**src/rtl/dwatch_pkg.sv**
```systemverilog
package dwatch_pkg;

    typedef enum logic [3:0] {
        OP_LOAD       = 4'd0,
        OP_STORE      = 4'd1,
        OP_DBLK_INV   = 4'd2,
        OP_DBLK_ZERO  = 4'd3,
        OP_DBLK_FLUSH = 4'd4,
        OP_DBLK_STORE = 4'd5,
        OP_DTOUCH     = 4'd6,
        OP_DTOUCH_ST  = 4'd7,
        OP_DCC_INV    = 4'd8,
        OP_DREAD      = 4'd9,
        OP_IBLK_INV   = 4'd10,
        OP_ITOUCH     = 4'd11,
        OP_ICC_INV    = 4'd12,
        OP_IREAD      = 4'd13,
        OP_STR_LOAD   = 4'd14,
        OP_STR_STORE  = 4'd15
    } op_class_e;

    typedef enum logic [1:0] {
        REG_ADDR  = 2'd0,
        REG_VALUE = 2'd1,
        REG_CTRL  = 2'd2,
        REG_NONE  = 2'd3
    } cfg_sel_e;

    // Which side of the compare a class may reach
    typedef struct packed {
        logic rd;
        logic wr;
    } ev_side_t;

endpackage

```
**src/rtl/dwatch_classify.sv**
```systemverilog
module dwatch_classify
    import dwatch_pkg::*;
#(
    parameter int LEN_W = 7
) (
    input  logic [3:0]       op_class,
    input  logic [LEN_W-1:0] op_len,
    output ev_side_t         side
);

    ev_side_t base;
    logic     is_string;

    always_comb begin
        base      = '{rd: 1'b0, wr: 1'b0};
        is_string = 1'b0;
        unique case (op_class_e'(op_class))
            OP_LOAD, OP_DTOUCH, OP_DTOUCH_ST,
            OP_IBLK_INV, OP_ITOUCH:             base.rd = 1'b1;
            OP_STR_LOAD: begin
                base.rd   = 1'b1;
                is_string = 1'b1;
            end
            OP_STORE, OP_DBLK_INV, OP_DBLK_ZERO,
            OP_DBLK_FLUSH, OP_DBLK_STORE:       base.wr = 1'b1;
            OP_STR_STORE: begin
                base.wr   = 1'b1;
                is_string = 1'b1;
            end
            OP_DCC_INV, OP_DREAD,
            OP_ICC_INV, OP_IREAD:               base = '{rd: 1'b0, wr: 1'b0};
            default:                            base = '{rd: 1'b0, wr: 1'b0};
        endcase
    end

    // A zero-length string transfer touches no storage
    assign side = (is_string && op_len == '0) ? '{rd: 1'b0, wr: 1'b0} : base;

endmodule

```
**src/rtl/dwatch_cfg_regs.sv**
```systemverilog
module dwatch_cfg_regs
    import dwatch_pkg::*;
#(
    parameter int XLEN   = 32,
    parameter int NWATCH = 2,
    parameter int IDX_W  = 1
) (
    input  logic                              clk,
    input  logic                              rst_n,
    input  logic                              cfg_we,
    input  logic [IDX_W-1:0]                  cfg_idx,
    input  logic [1:0]                        cfg_sel,
    input  logic [XLEN-1:0]                   cfg_wdata,
    output logic [NWATCH-1:0][XLEN-1:0]       w_addr,
    output logic [NWATCH-1:0][XLEN-1:0]       w_val,
    output logic [NWATCH-1:0]                 w_rd_en,
    output logic [NWATCH-1:0]                 w_wr_en,
    output logic [NWATCH-1:0][XLEN/8-1:0]     w_mask
);

    localparam int NL     = XLEN / 8;
    localparam int CTRL_W = NL + 2;

    logic [XLEN-1:CTRL_W] unused_ctrl_hi;
    assign unused_ctrl_hi = cfg_wdata[XLEN-1:CTRL_W];

    for (genvar g = 0; g < NWATCH; g++) begin : g_watch
        logic            sel_me;
        logic [XLEN-1:0] addr_q;
        logic [XLEN-1:0] val_q;
        logic            rd_q;
        logic            wr_q;
        logic [NL-1:0]   mask_q;

        assign sel_me = cfg_we && (cfg_idx == IDX_W'(g));

        always_ff @(posedge clk or negedge rst_n) begin
            if (!rst_n) begin
                addr_q <= '0;
                val_q  <= '0;
                rd_q   <= 1'b0;
                wr_q   <= 1'b0;
                mask_q <= '0;
            end else if (sel_me) begin
                unique case (cfg_sel_e'(cfg_sel))
                    REG_ADDR:  addr_q <= cfg_wdata;
                    REG_VALUE: val_q  <= cfg_wdata;
                    REG_CTRL: begin
                        rd_q   <= cfg_wdata[0];
                        wr_q   <= cfg_wdata[1];
                        mask_q <= cfg_wdata[CTRL_W-1:2];
                    end
                    REG_NONE:  ;
                    default:   ;
                endcase
            end
        end

        assign w_addr[g]  = addr_q;
        assign w_val[g]   = val_q;
        assign w_rd_en[g] = rd_q;
        assign w_wr_en[g] = wr_q;
        assign w_mask[g]  = mask_q;
    end

    // selector 3 leaves every watcher register untouched
    a_r2_none_sel_keeps: assert property (@(posedge clk) disable iff (!rst_n)
        (cfg_we && cfg_sel == 2'd3) |=>
            ($stable(w_addr) && $stable(w_val) && $stable(w_rd_en)
             && $stable(w_wr_en) && $stable(w_mask)));

endmodule

```
**src/rtl/dwatch_cmp.sv**
```systemverilog
module dwatch_cmp
    import dwatch_pkg::*;
#(
    parameter int XLEN = 32
) (
    input  logic [XLEN-1:0]   op_addr,
    input  logic [XLEN-1:0]   op_data,
    input  logic [XLEN/8-1:0] op_lanes,
    input  ev_side_t          side,
    input  logic [XLEN-1:0]   w_addr,
    input  logic [XLEN-1:0]   w_val,
    input  logic              rd_en,
    input  logic              wr_en,
    input  logic [XLEN/8-1:0] w_mask,
    output logic              hit_rd,
    output logic              hit_wr,
    output logic              hit_dvc
);

    localparam int NL = XLEN / 8;
    localparam int LB = $clog2(NL);

    logic [LB-1:0] unused_lo_op;
    logic [LB-1:0] unused_lo_w;
    assign unused_lo_op = op_addr[LB-1:0];
    assign unused_lo_w  = w_addr[LB-1:0];

    logic          addr_hit;
    logic [NL-1:0] lane_ok;
    logic          armed;
    logic          rd_cand;
    logic          wr_cand;

    assign addr_hit = (op_addr[XLEN-1:LB] == w_addr[XLEN-1:LB]);

    for (genvar i = 0; i < NL; i++) begin : g_lane
        assign lane_ok[i] = !w_mask[i]
                          || (op_lanes[i] && op_data[8*i +: 8] == w_val[8*i +: 8]);
    end

    assign armed   = (rd_en || wr_en) && (|w_mask);
    assign rd_cand = addr_hit && side.rd && rd_en;
    assign wr_cand = addr_hit && side.wr && wr_en;

    assign hit_rd  = rd_cand && !armed;
    assign hit_wr  = wr_cand && !armed;
    assign hit_dvc = armed && (rd_cand || wr_cand) && (&lane_ok);

endmodule

```
**src/rtl/dwatch_unit.sv**
```systemverilog
module dwatch_unit
    import dwatch_pkg::*;
#(
    parameter int XLEN   = 32,
    parameter int NWATCH = 2,
    parameter int LEN_W  = 7,
    parameter int IDX_W  = (NWATCH > 1) ? $clog2(NWATCH) : 1
) (
    input  logic                clk,
    input  logic                rst_n,
    input  logic                cfg_we,
    input  logic [IDX_W-1:0]    cfg_idx,
    input  logic [1:0]          cfg_sel,
    input  logic [XLEN-1:0]     cfg_wdata,
    input  logic                op_valid,
    input  logic [3:0]          op_class,
    input  logic [XLEN-1:0]     op_addr,
    input  logic [XLEN-1:0]     op_data,
    input  logic [XLEN/8-1:0]   op_lanes,
    input  logic [LEN_W-1:0]    op_len,
    output logic [NWATCH-1:0]   ev_rd,
    output logic [NWATCH-1:0]   ev_wr,
    output logic [NWATCH-1:0]   ev_dvc
);

    localparam int NL = XLEN / 8;

    logic [NWATCH-1:0][XLEN-1:0] w_addr;
    logic [NWATCH-1:0][XLEN-1:0] w_val;
    logic [NWATCH-1:0]           w_rd_en;
    logic [NWATCH-1:0]           w_wr_en;
    logic [NWATCH-1:0][NL-1:0]   w_mask;
    ev_side_t                    side;
    logic [NWATCH-1:0]           hit_rd;
    logic [NWATCH-1:0]           hit_wr;
    logic [NWATCH-1:0]           hit_dvc;

    dwatch_cfg_regs #(.XLEN(XLEN), .NWATCH(NWATCH), .IDX_W(IDX_W)) u_cfg (
        .clk       (clk),
        .rst_n     (rst_n),
        .cfg_we    (cfg_we),
        .cfg_idx   (cfg_idx),
        .cfg_sel   (cfg_sel),
        .cfg_wdata (cfg_wdata),
        .w_addr    (w_addr),
        .w_val     (w_val),
        .w_rd_en   (w_rd_en),
        .w_wr_en   (w_wr_en),
        .w_mask    (w_mask)
    );

    dwatch_classify #(.LEN_W(LEN_W)) u_cls (
        .op_class (op_class),
        .op_len   (op_len),
        .side     (side)
    );

    for (genvar w = 0; w < NWATCH; w++) begin : g_cmp
        dwatch_cmp #(.XLEN(XLEN)) u_cmp (
            .op_addr  (op_addr),
            .op_data  (op_data),
            .op_lanes (op_lanes),
            .side     (side),
            .w_addr   (w_addr[w]),
            .w_val    (w_val[w]),
            .rd_en    (w_rd_en[w]),
            .wr_en    (w_wr_en[w]),
            .w_mask   (w_mask[w]),
            .hit_rd   (hit_rd[w]),
            .hit_wr   (hit_wr[w]),
            .hit_dvc  (hit_dvc[w])
        );
    end

    // Event output flops: load on a valid operation, clear otherwise
    always_ff @(posedge clk or negedge rst_n) begin
        if (!rst_n) begin
            ev_rd  <= '0;
            ev_wr  <= '0;
            ev_dvc <= '0;
        end else if (op_valid) begin
            ev_rd  <= hit_rd;
            ev_wr  <= hit_wr;
            ev_dvc <= hit_dvc;
        end else begin
            ev_rd  <= '0;
            ev_wr  <= '0;
            ev_dvc <= '0;
        end
    end

    // nothing follows an idle cycle
    a_r10_idle_quiet: assert property (@(posedge clk) disable iff (!rst_n)
        !op_valid |=> (ev_rd == '0 && ev_wr == '0 && ev_dvc == '0));

    // congruence-class operations are silent
    a_r5_cc_silent: assert property (@(posedge clk) disable iff (!rst_n)
        (op_valid && (op_class == 4'd8 || op_class == 4'd9
                      || op_class == 4'd12 || op_class == 4'd13))
        |=> (ev_rd == '0 && ev_wr == '0 && ev_dvc == '0));

    // zero-length string transfers are silent
    a_r6_zero_string: assert property (@(posedge clk) disable iff (!rst_n)
        (op_valid && op_class[3:1] == 3'b111 && op_len == '0)
        |=> (ev_rd == '0 && ev_wr == '0 && ev_dvc == '0));

    for (genvar w = 0; w < NWATCH; w++) begin : g_chk
        // at most one event per watcher
        a_r11_one_event: assert property (@(posedge clk) disable iff (!rst_n)
            $onehot0({ev_rd[w], ev_wr[w], ev_dvc[w]}));

        // an armed watcher never emits a plain address pulse
        a_r8_armed_no_plain: assert property (@(posedge clk) disable iff (!rst_n)
            ((w_rd_en[w] || w_wr_en[w]) && (|w_mask[w]) && !cfg_we)
            |=> (!ev_rd[w] && !ev_wr[w]));

        // a watcher with both enables clear stays quiet
        a_r1_disabled_quiet: assert property (@(posedge clk) disable iff (!rst_n)
            (!w_rd_en[w] && !w_wr_en[w] && !cfg_we)
            |=> (!ev_rd[w] && !ev_wr[w] && !ev_dvc[w]));
    end

endmodule

```
**config.mk**
```make
export PLATFORM = sky130hd
export DESIGN_NAME = dwatch_unit
export DESIGN_NICKNAME = d
export VERILOG_FILES = /design/src/rtl/dwatch_pkg.sv /design/src/rtl/dwatch_classify.sv /design/src/rtl/dwatch_cfg_regs.sv /design/src/rtl/dwatch_cmp.sv /design/src/rtl/dwatch_unit.sv
export SDC_FILE = /design/constraint.sdc
export NUM_CORES = 1
export LEC_CHECK = 0
export ABC_AREA = 1
export BUFFER_PORTS_ARGS = -buffer_cell sky130_fd_sc_hd__buf_2
export CAP_MARGIN = 20
export CORE_MARGIN = 3
export CORE_UTILIZATION = 25
export CTS_BUF_LIST = sky130_fd_sc_hd__clkbuf_8
export DETAILED_ROUTE_END_ITERATION = 10
export SLEW_MARGIN = 40
export SYNTH_ARGS = -nofsm -noshare
export SYNTH_HDL_FRONTEND = slang
export SYNTH_SLANG_ARGS = --single-unit
```
**constraint.sdc**
```tcl
create_clock -name clk -period 1.76 [get_ports clk]
set_clock_uncertainty 0.15 [all_clocks]
set_input_delay 0.176 -clock clk [delete_from_list [all_inputs] [get_ports clk]]
set_output_delay 0.176 -clock clk [all_outputs]
set_load 0.02 [all_outputs]
```
=== Yosys cells after proc, flatten, opt, wreduce, memory -nomap -nowiden ===
Cells that the tools add are included.

* Register bits after elaboration: 146
* Input bits: 118
* Output and inout bits: 6
* Word-level logic and storage cells: 111

* Eq/ne operators: 23
* Multiplexer cells: 7
* Bitwise operators: 1
* Reduce and logical (&&, ||, !) cells: 67

{| class="wikitable"
|+ Operators with widths
! kind !! count
|-
| == test 8 bit || 8
|-
| == test 30 bit || 2
|-
| logical AND 1 bit || 29
|-
| == test 4 x 3 -> 1 bit, second input constant || 4
|-
| == test 4 bit, second input constant || 4
|-
| logical OR 1 bit || 12
|-
| AND reduction 2 bit || 6
|-
| OR reduction 6 bit || 2
|-
| logical NOT 1 bit || 10
|-
| == test 4 x 2 -> 1 bit, second input constant || 2
|-
| 2-to-1 mux 2 bit || 4
|-
| AND reduction 4 bit || 2
|-
| OR reduction 4 bit || 2
|-
| logical NOT 7 bit || 1
|-
| == test 4 x 1 -> 1 bit, second input constant || 1
|-
| logical NOT 4 bit || 1
|-
| 2-to-1 mux 1 bit || 3
|-
| == test 2 x 1 -> 1 bit, second input constant || 1
|-
| == test 2 bit, second input constant || 1
|-
| logical NOT 2 bit || 1
|-
| OR reduction 2 bit || 1
|-
| NOT 1 bit || 1
|}

=== Logic depth before layout (Yosys ltp) ===
* Depth after elaboration: 11
* Gate-level depth with buffers: 12
* Depth with buffers taken out: 12

=== Modules after synthesis ===
Synthesis repeated with hierarchy kept, for this count alone.

* Cell total of the unflattened synthesis: 1121
* Area total of the unflattened synthesis: 8023.9 um^2

{| class="wikitable"
|+ Modules (own cells, without submodules)
! module !! instances !! cells each !! area an instance (um^2) !! seq. area each (um^2)
|-
| dwatch_cfg_regs || 1 || 620 || 5530.3 || 3503.4
|-
| dwatch_cmp || 2 || 228 || 1092.3 || 0.0
|-
| dwatch_unit || 1 || 18 || 195.2 || 150.1
|-
| dwatch_classify || 1 || 27 || 113.9 || 0.0
|}

=== Worst setup path after synthesis ===
No wires, ideal clock.

* Kind: register -> register
* From: reg u_cfg.g_watch[0].addr_q[22]
* To: reg ev_dvc[0]
* Arrival: 1.079 ns
* Path slack: 0.460 ns
* Cell stages (with the launch flop): 9
* Path buffers: 0
* Cells stage by stage: dfrtp_1 xor2_1 nor2_1 nand2_1 nor2_1 nand2_1 nor2_4 o21ai_2 nor2_1

* Cells in the longest elaborated chain, start to end: 7

{| class="wikitable"
|+ Ends and longest elaborated chain
! element !! line !! source
|-
| start, declared || dwatch_cfg_regs.sv:29 || <nowiki>logic [XLEN-1:0] addr_q;</nowiki>
|-
| start signal, assigned || dwatch_cfg_regs.sv:46 || <nowiki>REG_ADDR: addr_q <= cfg_wdata;</nowiki>
|-
| == test 30 bit (*) || dwatch_cmp.sv:34 || <nowiki>assign addr_hit = (op_addr[XLEN-1:LB] == w_addr[XLEN-1:LB]);</nowiki>
|-
| logical AND 1 bit (on tied branches) (2 in series) || dwatch_cmp.sv:42, dwatch_cmp.sv:43 ||
|-
| logical OR 1 bit (*) || dwatch_cmp.sv:47 || <nowiki>assign hit_dvc = armed && (rd_cand || wr_cand) && (&lane_ok);</nowiki>
|-
| logical AND 1 bit (*) (2 in series) || dwatch_cmp.sv:47 ||
|-
| 2-to-1 mux 2 bit (*) || dwatch_unit.sv:81 || <nowiki>end else if (op_valid) begin</nowiki>
|-
| end signal, assigned || dwatch_unit.sv:84 || <nowiki>ev_dvc <= hit_dvc;</nowiki>
|-
| end, declared || dwatch_unit.sv:23 || <nowiki>output logic [NWATCH-1:0] ev_dvc</nowiki>
|}

Every way passes the cells marked *; elsewhere a longest branch is shown, timed or not.
A chain may end at the register's enable or synchronous reset.

=== Worst setup path after layout ===
* From: reg u_cfg.g_watch[0].addr_q[9]
* To: reg ev_dvc[0]

Same word-level chain as after synthesis.

==> qor.yml <==
ys_ff_latch: 142
reg2reg_setup_slack_ns: 0.19
critPathRequiredTime_ns: 2.00
ant_nets: 0
vias_per_cell: 4.11
clkPwrFrac_pct: 32.2
worstMarginPinSlew_ns: 0.476
drive_above_1_share_pct: 16.6
hpwl_um: 13700
grt_setup_unrepaired: "false"
syn_to_final_growth_pct: 26.7
cts-htree-levels: 4
slowest_stage: "dfrtp_1"
layout_min_cycle_time_ns: 1.57
power_density_nw_per_um2: 986
cts_tree: "done"
vias: 6040
crit_fanout: 3
p_total_mw: 8.94
numCtsBuffers: 17
end_kind: "flip-flop"
max_freq_mhz: 639
p_sw_mw: 2.79
grtUsageTotal_pct: 12.7
setup_viol_count_final: 0
drv_cap: 0
reg2regPathDepth: 8
clk_latency_ns: 0.45
fin_area_um2: 9070
critical_path_class: "reg -> reg"
synth_nets: 1041
relSlewSlack_pct: 68.3
max_stage_delay_ns: 0.40
die_h_um: 175
drtIter0Drc: 328
grt_max_degree: 65
netlist_area_um2: 7160
synth.distinct_cells: 28
ys_warn_count: 0
io_buffers: 121
worst_hold_slack_ns: 0.0855
diodes: 0
cts_buffer_depth: 2
dpl_cell_area_um2: 8280
gp_congestion: 0.796
min_path_type: "in -> async"
timing.critical_path.mode_cell: "nor2_1"
grt_pass1_wl_um: 30700
r2r_end: "ev_dvc[0]"
seqPwrFrac_pct: 47.6
die_w_um: 175
dieArea_um2: 30700
fin_nets: 1197
first_global_vias: 5959
clockRootBuffer: "clkbuf_8"
wire_per_inst_um: 12.8
leakage_nw: 4.60
ir_drop_v: 0.000556
reg2reg_from: "u_cfg.g_watch[0].addr_q[9]"
cp-start-kind: "flip-flop"
grt_overflow: 0
syn_area_per_cell_um2: 7.75
cts.sinks: 142
arrival_ns: 1.80
status: "finished clean"
tns_ns: 0
slew_viol_final: 0
routed_wl_um: 18800
syn_inst: 923
remaining_drc_errors: 0
postCtsSetupBuffers: 0
nFillCells: 3016
dr.pass1.iters: 5
rows: 61
timing.final.hold_violations: 0
io_pins: 124
path_cells: "xor2_1, nor2_1, nand2_1, nor2_1, nand2_1, nor2_4, o21ai_2, nor2_1"
p_int_mw: 6.15
comb_power_share_pct: 20.2
fp.coreArea_um2: 28000
fin_util_pct: 32.4
switching_share_pct: 31.2
path_clk_slew_ns: 0.09
initial_utilization_pct: 25.6
antenna_found_initial: 1
post-route-period-util_pct: 89.0
synth_seq_area_share_pct: 49.7
## synth_stat cells, drive strengths merged
master,number,share of area (%)
a21boi,1,0.10
a21oi,4,0.28
a22oi,1,0.10
buf,5,0.33
clkbuf,21,1.1
clkinv,3,0.16
dfrtp,142,50
inv,109,5.7
nand2,280,15
nand3,12,0.84
nand3b,2,0.21
nand4,7,0.61
nor2,96,5.3
nor3,3,0.21
o211ai,1,0.10
o21a,2,0.21
o21ai,155,11
or2,6,0.52
xnor2,17,2.1
xor2,56,6.9
## power groups by stage
stage	combinational, mW	clock [mW]	sequential [mW]
final	1.81	2.87	4.25
after global routing	2.13	3.13	4.34
after CTS	1.84	2.98	4.26
after detailed placement	1.78	0	4.32
after global placement	1.74	0	4.30
after floorplan	1.26	0	4.23
## stage by stage
step / worst slack [ns] / instances
6_report: 0.194 / 1470
5_1_grt: 0.00157 / 1470
4_1_cts: 0.0721 / 1470
3_5_place_dp: 0.0857 / 1404
3_3_place_gp: 0.0898 / 1404
2_1_floorplan: 0.460 / 923
## cell usage in the layout (no fill, tap or decap), types with 3 or more instances in the layout
master,n
or2_1,3
clkinv_1,3
a21oi_1,4
o21ai_1,123
dlygate4sd3_1,34
inv_6,4
dfrtp_1,142
nor2_2,4
nor2_1,90
nand4_1,7
nand2_1,276
nand3_1,12
clkinv_4,3
buf_2,120
nand2_2,4
clkbuf_8,17
nor3_1,3
bufinv_16,3
inv_8,3
inv_1,103
xor2_1,56
xnor2_1,17
inv_2,6
buf_12,6
o21ai_0,30
## metal layers
layer  GRT usage [%]  vias to the layer above  share of wire [%]
li1                -                     3185                  -
met1            16.4                     2722                 47
met2            21.4                      114                 48
met3            2.61                       17                3.8
met4            3.59                        2                1.3
met5               0                        -              0.069
## worst max-delay path: cells and delay by family (launching register included)
family | cells | cell delay (ns)
compound gates | 1 | 0.07
xor+xnor | 1 | 0.16
flops | 1 | 0.40
simple gates | 6 | 0.73
## state kept, by name, indices dropped and copies added (netlist names)
signal                flops
u_cfg.g_watch.addr_q     60
ev_dvc                    2
u_cfg.g_watch.val_q      64
u_cfg.g_watch.mask_q      8
u_cfg.g_watch.rd_q        2
ev_rd                     2
ev_wr                     2
u_cfg.g_watch.wr_q        2
## repair_timing
| action | in CTS | in global routing |
|---|---|---|
| hold buffers | 34 | 0 |
| setup endpoints to repair | 0 | 3 |
| resized for setup | 0 | 2 |
| endpoints found under the hold margin | 281 | 0 |
## layout make-up
type	count	area, um2	share of cell area, %
clock inverter	15	200	2.21
inverter	112	420	4.64
clock buffer	17	234	2.58
multi-input combinational	643	3100	34.2
sequential	142	3550	39.2
timing repair buffer	163	1090	12.0
tap	378	473	5.22
## worst max-delay path by stage
stage	startpoint	end	slack [ns]	cells past startpoint
final	u_cfg.g_watch[0].addr_q[9]	ev_dvc[0]	0.19	8
after CTS	u_cfg.g_watch[1].addr_q[19]	ev_dvc[1]	0.07	8
after global placement	u_cfg.g_watch[1].addr_q[19]	ev_dvc[1]	0.09	8
after global routing	u_cfg.g_watch[1].addr_q[22]	ev_dvc[1]	0.002	8
after floorplan	u_cfg.g_watch[0].addr_q[22]	ev_dvc[0]	0.46	8
after detailed placement	u_cfg.g_watch[1].addr_q[19]	ev_dvc[1]	0.09	8
## cell families (layout without fill, tap and decap cells)
family,count (synthesis),after routing,share of synthesized area [%]
buffers and inverters,138,307,7.31
and+or+nand+nor,406,406,22.4
DFF,142,142,49.7
AOI/OAI and AO/OA,164,164,11.7
xor gates and xnor gates,73,73,8.93
No activity file was read; power rests on OpenSTA's default activity.
